$ cat config.mk
export PLATFORM = sky130hd
export DESIGN_NAME = eth_rx_addr_filter
export DESIGN_NICKNAME = d
export VERILOG_FILES = /design/src/rtl/rxf_pkg.sv /design/src/rtl/rxf_cfg_regs.sv /design/src/rtl/rxf_addr_crc.sv /design/src/rtl/rxf_decide.sv /design/src/rtl/eth_rx_addr_filter.sv
export SDC_FILE = /design/constraint.sdc
export NUM_CORES = 1
export LEC_CHECK = 0
export BUFFER_PORTS_ARGS = -buffer_cell sky130_fd_sc_hd__buf_4
export CAP_MARGIN = 5
export CORE_AREA = 2 2 134 136
export DETAILED_ROUTE_END_ITERATION = 12
export DIE_AREA = 0 0 136 138
export GPL_TIMING_DRIVEN = 0
export PLACE_DENSITY = 0.62
export SETUP_SLACK_MARGIN = 0.3
export SLEW_MARGIN = 20
export SYNTH_ARGS = -nofsm -noshare
export SYNTH_HDL_FRONTEND = slang
export SYNTH_SLANG_ARGS = --single-unit
$ cat constraint.sdc
create_clock -name clk -period 11.84 [get_ports clk]
set_input_delay 3.552 -clock clk [delete_from_list [all_inputs] [get_ports clk]]
set_output_delay 3.552 -clock clk [all_outputs]
set_load 0.005 [all_outputs]
$ cat src/rtl/rxf_pkg.sv
package rxf_pkg;
  localparam int CFG_DW   = 32;
  localparam int CFG_SELW = 3;

  localparam logic [CFG_SELW-1:0] SEL_MODE   = 3'd0;
  localparam logic [CFG_SELW-1:0] SEL_STN_LO = 3'd1;
  localparam logic [CFG_SELW-1:0] SEL_STN_HI = 3'd2;
  localparam logic [CFG_SELW-1:0] SEL_HASH0  = 3'd3;

  localparam int MODE_BC_REJ  = 3;
  localparam int MODE_UC_HASH = 4;
  localparam int MODE_PROMISC = 5;

  localparam logic [31:0] CRC_POLY = 32'h04C1_1DB7;

  typedef enum logic [2:0] {
    RSN_NONE    = 3'd0,
    RSN_EXACT   = 3'd1,
    RSN_HASH    = 3'd2,
    RSN_BCAST   = 3'd3,
    RSN_PROMISC = 3'd4
  } rxf_reason_e;

  typedef struct packed {
    logic promisc;
    logic uc_hash;
    logic bc_rej;
  } rxf_mode_t;
endpackage

$ cat src/rtl/rxf_cfg_regs.sv
module rxf_cfg_regs
  import rxf_pkg::*;
#(
  parameter int HASH_BITS = 64,
  parameter int ADDR_W    = 48
) (
  input  logic                  clk,
  input  logic                  rst,
  input  logic                  cfg_we,
  input  logic [CFG_SELW-1:0]   cfg_sel,
  input  logic [CFG_DW-1:0]     cfg_wdata,
  output rxf_mode_t             mode,
  output logic [ADDR_W-1:0]     station,
  output logic [HASH_BITS-1:0]  hash_tbl
);
  localparam int HASH_WORDS = HASH_BITS / CFG_DW;
  localparam int HI_W       = ADDR_W - CFG_DW;

  logic [CFG_DW-1:0] stn_lo;
  logic [HI_W-1:0]   stn_hi;

  always_ff @(posedge clk) begin
    if (rst) begin
      mode   <= '0;
      stn_lo <= '0;
      stn_hi <= '0;
    end else if (cfg_we) begin
      if (cfg_sel == SEL_MODE) begin
        mode.promisc <= cfg_wdata[MODE_PROMISC];
        mode.uc_hash <= cfg_wdata[MODE_UC_HASH];
        mode.bc_rej  <= cfg_wdata[MODE_BC_REJ];
      end
      if (cfg_sel == SEL_STN_LO) stn_lo <= cfg_wdata;
      if (cfg_sel == SEL_STN_HI) stn_hi <= cfg_wdata[HI_W-1:0];
    end
  end

  // Byte 0 of the station lands in the top byte, matching the wire order of rx_da.
  assign station = {stn_hi, stn_lo};

  for (genvar g = 0; g < HASH_WORDS; g++) begin : g_hash
    logic [CFG_DW-1:0] word_q;
    always_ff @(posedge clk) begin
      if (rst) word_q <= '0;
      else if (cfg_we && cfg_sel == CFG_SELW'(int'(SEL_HASH0) + g)) word_q <= cfg_wdata;
    end
    assign hash_tbl[g*CFG_DW +: CFG_DW] = word_q;

    assert_hash_word_store_R2: assert property (@(posedge clk) disable iff (rst)
      (cfg_we && cfg_sel == CFG_SELW'(int'(SEL_HASH0) + g)) |=> (word_q == $past(cfg_wdata)));
  end

  assert_stn_lo_store_R2: assert property (@(posedge clk) disable iff (rst)
    (cfg_we && cfg_sel == SEL_STN_LO) |=> (station[CFG_DW-1:0] == $past(cfg_wdata)));

  // selects above the last hash word leave every register untouched.
  assert_unused_sel_R12: assert property (@(posedge clk) disable iff (rst)
    (cfg_we && int'(cfg_sel) >= int'(SEL_HASH0) + HASH_WORDS) |=>
      ($stable(station) && $stable(hash_tbl) && $stable(mode)));
endmodule

$ cat src/rtl/rxf_addr_crc.sv
module rxf_addr_crc
  import rxf_pkg::*;
#(
  parameter int ADDR_W = 48,
  parameter int IDX_W  = 6
) (
  input  logic [ADDR_W-1:0] addr,
  output logic [IDX_W-1:0]  idx
);
  localparam int NBYTES = ADDR_W / 8;

  logic [31:0] crc;

  always_comb begin
    crc = 32'hFFFF_FFFF;
    for (int k = 0; k < NBYTES; k++) begin
      for (int b = 0; b < 8; b++) begin
        if (crc[31] ^ addr[ADDR_W-1-8*k-7+b])
          crc = {crc[30:0], 1'b0} ^ CRC_POLY;
        else
          crc = {crc[30:0], 1'b0};
      end
    end
  end

  assign idx = crc[31 -: IDX_W];
endmodule

$ cat src/rtl/rxf_decide.sv
module rxf_decide
  import rxf_pkg::*;
#(
  parameter int ADDR_W    = 48,
  parameter int HASH_BITS = 64,
  parameter int IDX_W     = 6
) (
  input  logic                 clk,
  input  logic                 rst,
  input  logic                 da_valid,
  input  logic [ADDR_W-1:0]    da,
  input  logic [IDX_W-1:0]     idx,
  input  rxf_mode_t            mode,
  input  logic [ADDR_W-1:0]    station,
  input  logic [HASH_BITS-1:0] hash_tbl,
  output logic                 dec_valid,
  output logic                 dec_accept,
  output rxf_reason_e          dec_reason
);
  localparam int GROUP_BIT = ADDR_W - 8;

  logic        is_bcast, is_mcast, exact_hit, hash_hit;
  rxf_reason_e rsn_d;

  assign is_bcast  = &da;
  assign is_mcast  = da[GROUP_BIT] && !is_bcast;
  assign exact_hit = !da[GROUP_BIT] && (da == station);
  assign hash_hit  = hash_tbl[idx];

  always_comb begin
    rsn_d = RSN_NONE;
    if (mode.promisc)                          rsn_d = RSN_PROMISC;
    else if (is_bcast)                         rsn_d = mode.bc_rej ? RSN_NONE : RSN_BCAST;
    else if (is_mcast)                         rsn_d = hash_hit ? RSN_HASH : RSN_NONE;
    else if (exact_hit)                        rsn_d = RSN_EXACT;
    else if (mode.uc_hash && hash_hit)         rsn_d = RSN_HASH;
  end

  always_ff @(posedge clk) begin
    if (rst) begin
      dec_valid  <= 1'b0;
      dec_accept <= 1'b0;
      dec_reason <= RSN_NONE;
    end else begin
      dec_valid <= da_valid;
      if (da_valid) begin
        dec_accept <= (rsn_d != RSN_NONE);
        dec_reason <= rsn_d;
      end
    end
  end

  assert_accept_matches_reason_R11: assert property (@(posedge clk) disable iff (rst)
    dec_accept == (dec_reason != RSN_NONE));

  assert_promisc_accepts_R7: assert property (@(posedge clk) disable iff (rst)
    (da_valid && mode.promisc) |=> (dec_valid && dec_accept && dec_reason == RSN_PROMISC));

  assert_bcast_reject_R6: assert property (@(posedge clk) disable iff (rst)
    (da_valid && (&da) && mode.bc_rej && !mode.promisc) |=> (dec_valid && !dec_accept));

  assert_exact_hit_R4: assert property (@(posedge clk) disable iff (rst)
    (da_valid && !mode.promisc && !da[GROUP_BIT] && da == station) |=> (dec_reason == RSN_EXACT));

  assert_single_pulse_R3: assert property (@(posedge clk) disable iff (rst)
    (!da_valid) |=> !dec_valid);

  assert_hold_R3: assert property (@(posedge clk) disable iff (rst)
    (!da_valid) |=> $stable(dec_reason));
endmodule

$ cat src/rtl/eth_rx_addr_filter.sv
module eth_rx_addr_filter
  import rxf_pkg::*;
#(
  parameter int ADDR_W    = 48,
  parameter int HASH_BITS = 64
) (
  input  logic                clk,
  input  logic                rst,
  input  logic                cfg_we,
  input  logic [2:0]          cfg_sel,
  input  logic [31:0]         cfg_wdata,
  input  logic                rx_da_valid,
  input  logic [ADDR_W-1:0]   rx_da,
  output logic                dec_valid,
  output logic                dec_accept,
  output logic [2:0]          dec_reason
);
  localparam int IDX_W = $clog2(HASH_BITS);

  rxf_mode_t             mode;
  logic [ADDR_W-1:0]     station;
  logic [HASH_BITS-1:0]  hash_tbl;
  logic [IDX_W-1:0]      idx;
  rxf_reason_e           reason;

  rxf_cfg_regs #(.HASH_BITS(HASH_BITS), .ADDR_W(ADDR_W)) u_regs (
    .clk(clk), .rst(rst), .cfg_we(cfg_we), .cfg_sel(cfg_sel), .cfg_wdata(cfg_wdata),
    .mode(mode), .station(station), .hash_tbl(hash_tbl)
  );

  rxf_addr_crc #(.ADDR_W(ADDR_W), .IDX_W(IDX_W)) u_crc (
    .addr(rx_da), .idx(idx)
  );

  rxf_decide #(.ADDR_W(ADDR_W), .HASH_BITS(HASH_BITS), .IDX_W(IDX_W)) u_dec (
    .clk(clk), .rst(rst), .da_valid(rx_da_valid), .da(rx_da), .idx(idx),
    .mode(mode), .station(station), .hash_tbl(hash_tbl),
    .dec_valid(dec_valid), .dec_accept(dec_accept), .dec_reason(reason)
  );

  assign dec_reason = reason;
endmodule

==> run summary <==
LOGIC SYNTHESIS
-----------------------------------------------------------------------------------------
Count of unique library cells instantiated by Yosys ........................           54
Flip-flop cell with the highest count after synthesis ......................      dfxtp_1
Register bit total from synthesis ..........................................          120
Netlist Area Pre-Place ..................................................... 0.00772 sq mm
Post-synth top cells ....................................................... 231 x nand2_1, 120 x dfxtp_1, 117 x a21oi_1
Yosys top cell by area .....................................................      dfxtp_1
Synthesized netlist cell count .............................................          866
Sequential area share after synthesis ......................................        31.1%
Proportion of register bits with asynchronous set or reset after synthesis .           0%
Yosys warnings .............................................................            0
Net Count, Synth ...........................................................          956
Cell with the most instances after synthesis ...............................      nand2_1
Area share of the largest cell type after synthesis ........................        31.1%
Average cell area after synthesis ..........................................   8.91 sq um
Main area contributors after synthesis ..................................... dfxtp_1 31%, nand2_1 11%, xnor2_1 10%
Number of enable flip-flop cells after synthesis ...........................            0

ROUTING
-----------------------------------------------------------------------------------------
Total via count after detailed routing .....................................         6387
First DRT Iteration DRCs ...................................................          479
Detailed-routing iteration count for the pre-antenna-repair pass ...........            5
Post-route DRC violation count .............................................            0
Routed length per placed instance ..........................................      19.5 um
Aggregate routed wire length ...............................................     23600 um
Vias per cell ..............................................................         5.28
Antenna-violating nets left ................................................            0

FINISH
-----------------------------------------------------------------------------------------
Core Util, Final ...........................................................        52.8%
Final std cell area, no fill ............................................... 0.00926 sq mm
Total inserted antenna cells ...............................................            0
Area growth from synthesis to final layout .................................        20.0%
Final net count ............................................................         1057
Share of layout cells above drive strength 1 ...............................        16.3%

FLOORPLANNING
-----------------------------------------------------------------------------------------
Area of the core ........................................................... 0.0175 sq mm
Floorplan die width ........................................................       136 um
Effective utilization at floorplan .........................................        44.0%
Number of rows created at floorplan ........................................           49
Full die area .............................................................. 0.0188 sq mm
Die extent in y ............................................................       138 um
Boundary pin count .........................................................           92

CLOCK TREE
-----------------------------------------------------------------------------------------
CTS hold repair buffers ....................................................            0
Root buffer selected by CTS ................................................    clkbuf_16
Clock-pin transition on the worst setup and hold timing paths ..............      0.06 ns
Worst skew pair latency ....................................................      0.42 ns
Count of clock tree sinks ..................................................          120
Clock tree from TritonCTS ..................................................          yes
Buffer depth of the longest clock path .....................................            2
Number of gates given a new drive strength after cts .......................            0
Inserted Clock Buffers .....................................................           17
Setup fix buffers added after clock tree synthesis .........................            0
H-tree depth reported by CTS ...............................................            4

HOLD PATH
-----------------------------------------------------------------------------------------
Hold Path Class ............................................................ flop to flop

GLOBAL ROUTING
-----------------------------------------------------------------------------------------
Busiest layer in global routing ............................................         met2
Met1 track demand over resource in global routing ..........................        33.9%
Total overflow reported by the global router ...............................            0
Number of antenna violations at the first check in global routing ..........            0
Largest net degree at the start of global routing ..........................           17
Global-route wire length before repair .....................................     36000 um
Met3 track utilization from global routing .................................        3.85%
GRT Overall Usage ..........................................................        25.4%
Fraction of met2 tracks used by global routing .............................        42.4%
Number of global-route vias before repair ..................................         6242

SETUP PATH
-----------------------------------------------------------------------------------------
Critical Path Sink Type ....................................................         flop
Crit start category ........................................................    input pin
Worst setup path class ..................................................... input pin to flop
Largest fanout on the critical path ........................................           10
Required time at the worst-slack endpoint ..................................     12.11 ns
Worst endpoint data arrival time ...........................................      8.43 ns

STATUS
-----------------------------------------------------------------------------------------
Result of the run .......................................................... finished clean

STA
-----------------------------------------------------------------------------------------
Final hold violation count .................................................            0
Post-layout min period .....................................................      8.16 ns
Measured slew at the worst slew-check pin ..................................     0.842 ns
Skew final .................................................................    0.0134 ns
Unrepaired setup endpoints after global routing ............................           no
Final period util ..........................................................        68.9%
Summed negative setup slack over all endpoints .............................         0 ns
Setup-violating endpoint count in the final report .........................            0
Fin. max-slew vios .........................................................            0
Fmax achieved ..............................................................      123 MHz
Worst slew slack as a fraction of its limit ................................        43.4%

PLACED DESIGN
-----------------------------------------------------------------------------------------
Detailed-placement wirelength estimate .....................................     18600 um
Instance area after placement .............................................. 0.00862 sq mm
Gp weighted congestion .....................................................        0.912
I/O Buffers ................................................................           82

RUN
-----------------------------------------------------------------------------------------
Max-cap viol count .........................................................            0

worst max-delay path, cell delays in order:
cell and delay [ns]:
buf_4 0.11, ha_1 0.35, xnor2_2 0.35, xor3_1 0.47, xnor2_1 0.37, xnor3_1 0.45, xnor3_1 0.37, xnor3_1 0.44
xnor2_2 0.41, buf_6 0.24, mux4_2 0.31, mux2i_1 0.31, o211ai_1 0.18, a211o_1 0.27, o21ai_1 0.12, a311oi_2 0.12
through the flow:
step                      cells  worst slack (ns)  hold WS (ns)
final                      1209              3.68         0.453
after global routing       1209              3.49         0.471
after CTS                  1209              3.72         0.453
after detailed placement   1177              3.33         0.445
after global placement     1177              3.33         0.439
after floorplan             866              4.24         0.432
area by class of cell:
class,instances,area [sq um]
plain buffers,58,283
clock buffers,17,425
clock inverters,15,215
fillers,1722,8270
inverters,10,37.5
multi-input cells,678,4990
flip-flops and latches,120,2400
well taps,229,287
repair buffers,82,616
metal layers:
metal  routed length, um  up-vias
li1                    -     3106
met1               10400     3016
met2               11300      230
met3                1400       35
met4                 556        0
met5                   0        -
logic make-up after synthesis:
kind of cell | share of synthesized area [%]
AOI/OAI and AO/OA | 9.94
xor gates and xnor gates | 32.6
adders and majority gates | 0.486
buffers and inverters | 4.15
DFF | 31.1
muxes | 5.48
and+or+nand+nor | 16.2
worst paths after layout:
kind	from	end	slack, ns	cells after the start
worst max-delay path	rx_da[42]	u_dec.dec_accept$_SDFFE_PP0P_	3.68	16
worst min-delay path	u_regs.g_hash[1].word_q[27]$_SDFFE_PP0P_	u_regs.g_hash[1].word_q[27]$_SDFFE_PP0P_	0.45	2
worst max register to register	u_regs.stn_lo[29]$_SDFFE_PP0P_	u_dec.dec_accept$_SDFFE_PP0P_	9.00	12
worst min register to register	u_regs.g_hash[1].word_q[27]$_SDFFE_PP0P_	u_regs.g_hash[1].word_q[27]$_SDFFE_PP0P_	0.45	2
placed cells by master (no fill, tap or decap), types with 2 or more instances in the layout:
cell       instances
nand2_1          231
dfxtp_1          120
a21oi_1          117
buf_4             92
xnor2_1           89
xor2_1            64
clkbuf_1          41
xnor3_1           31
mux2i_1           22
clkbuf_16         17
nor2_1            13
nor4_1            13
nand4_1           13
inv_1             10
xnor2_2            9
mux4_2             8
nand3_1            7
xor3_1             6
clkinv_4           5
inv_6              5
nor2b_1            4
buf_2              4
bufinv_16          4
buf_6              3
xor3_2             3
nand2b_1           3
a2111oi_0          3
and2_1             3
a22oi_1            3
ha_1               3
and3_1             2
xnor2_4            2
xor2_2             2
o22ai_1            2
nand3b_1           2
registers in the layout, indices dropped and copies added, names as in the netlist:
signal and cells:
u_regs.g_hash.word_q 64, u_regs.stn_lo 32, u_regs.stn_hi 16, u_dec.dec_reason 3, u_regs.mode 3, u_dec.dec_accept 1, u_dec.dec_valid 1
Power is left out: the tool's default activity adds up to more than one toggle a clock period on the data nets, which glitch-free logic cannot reach.
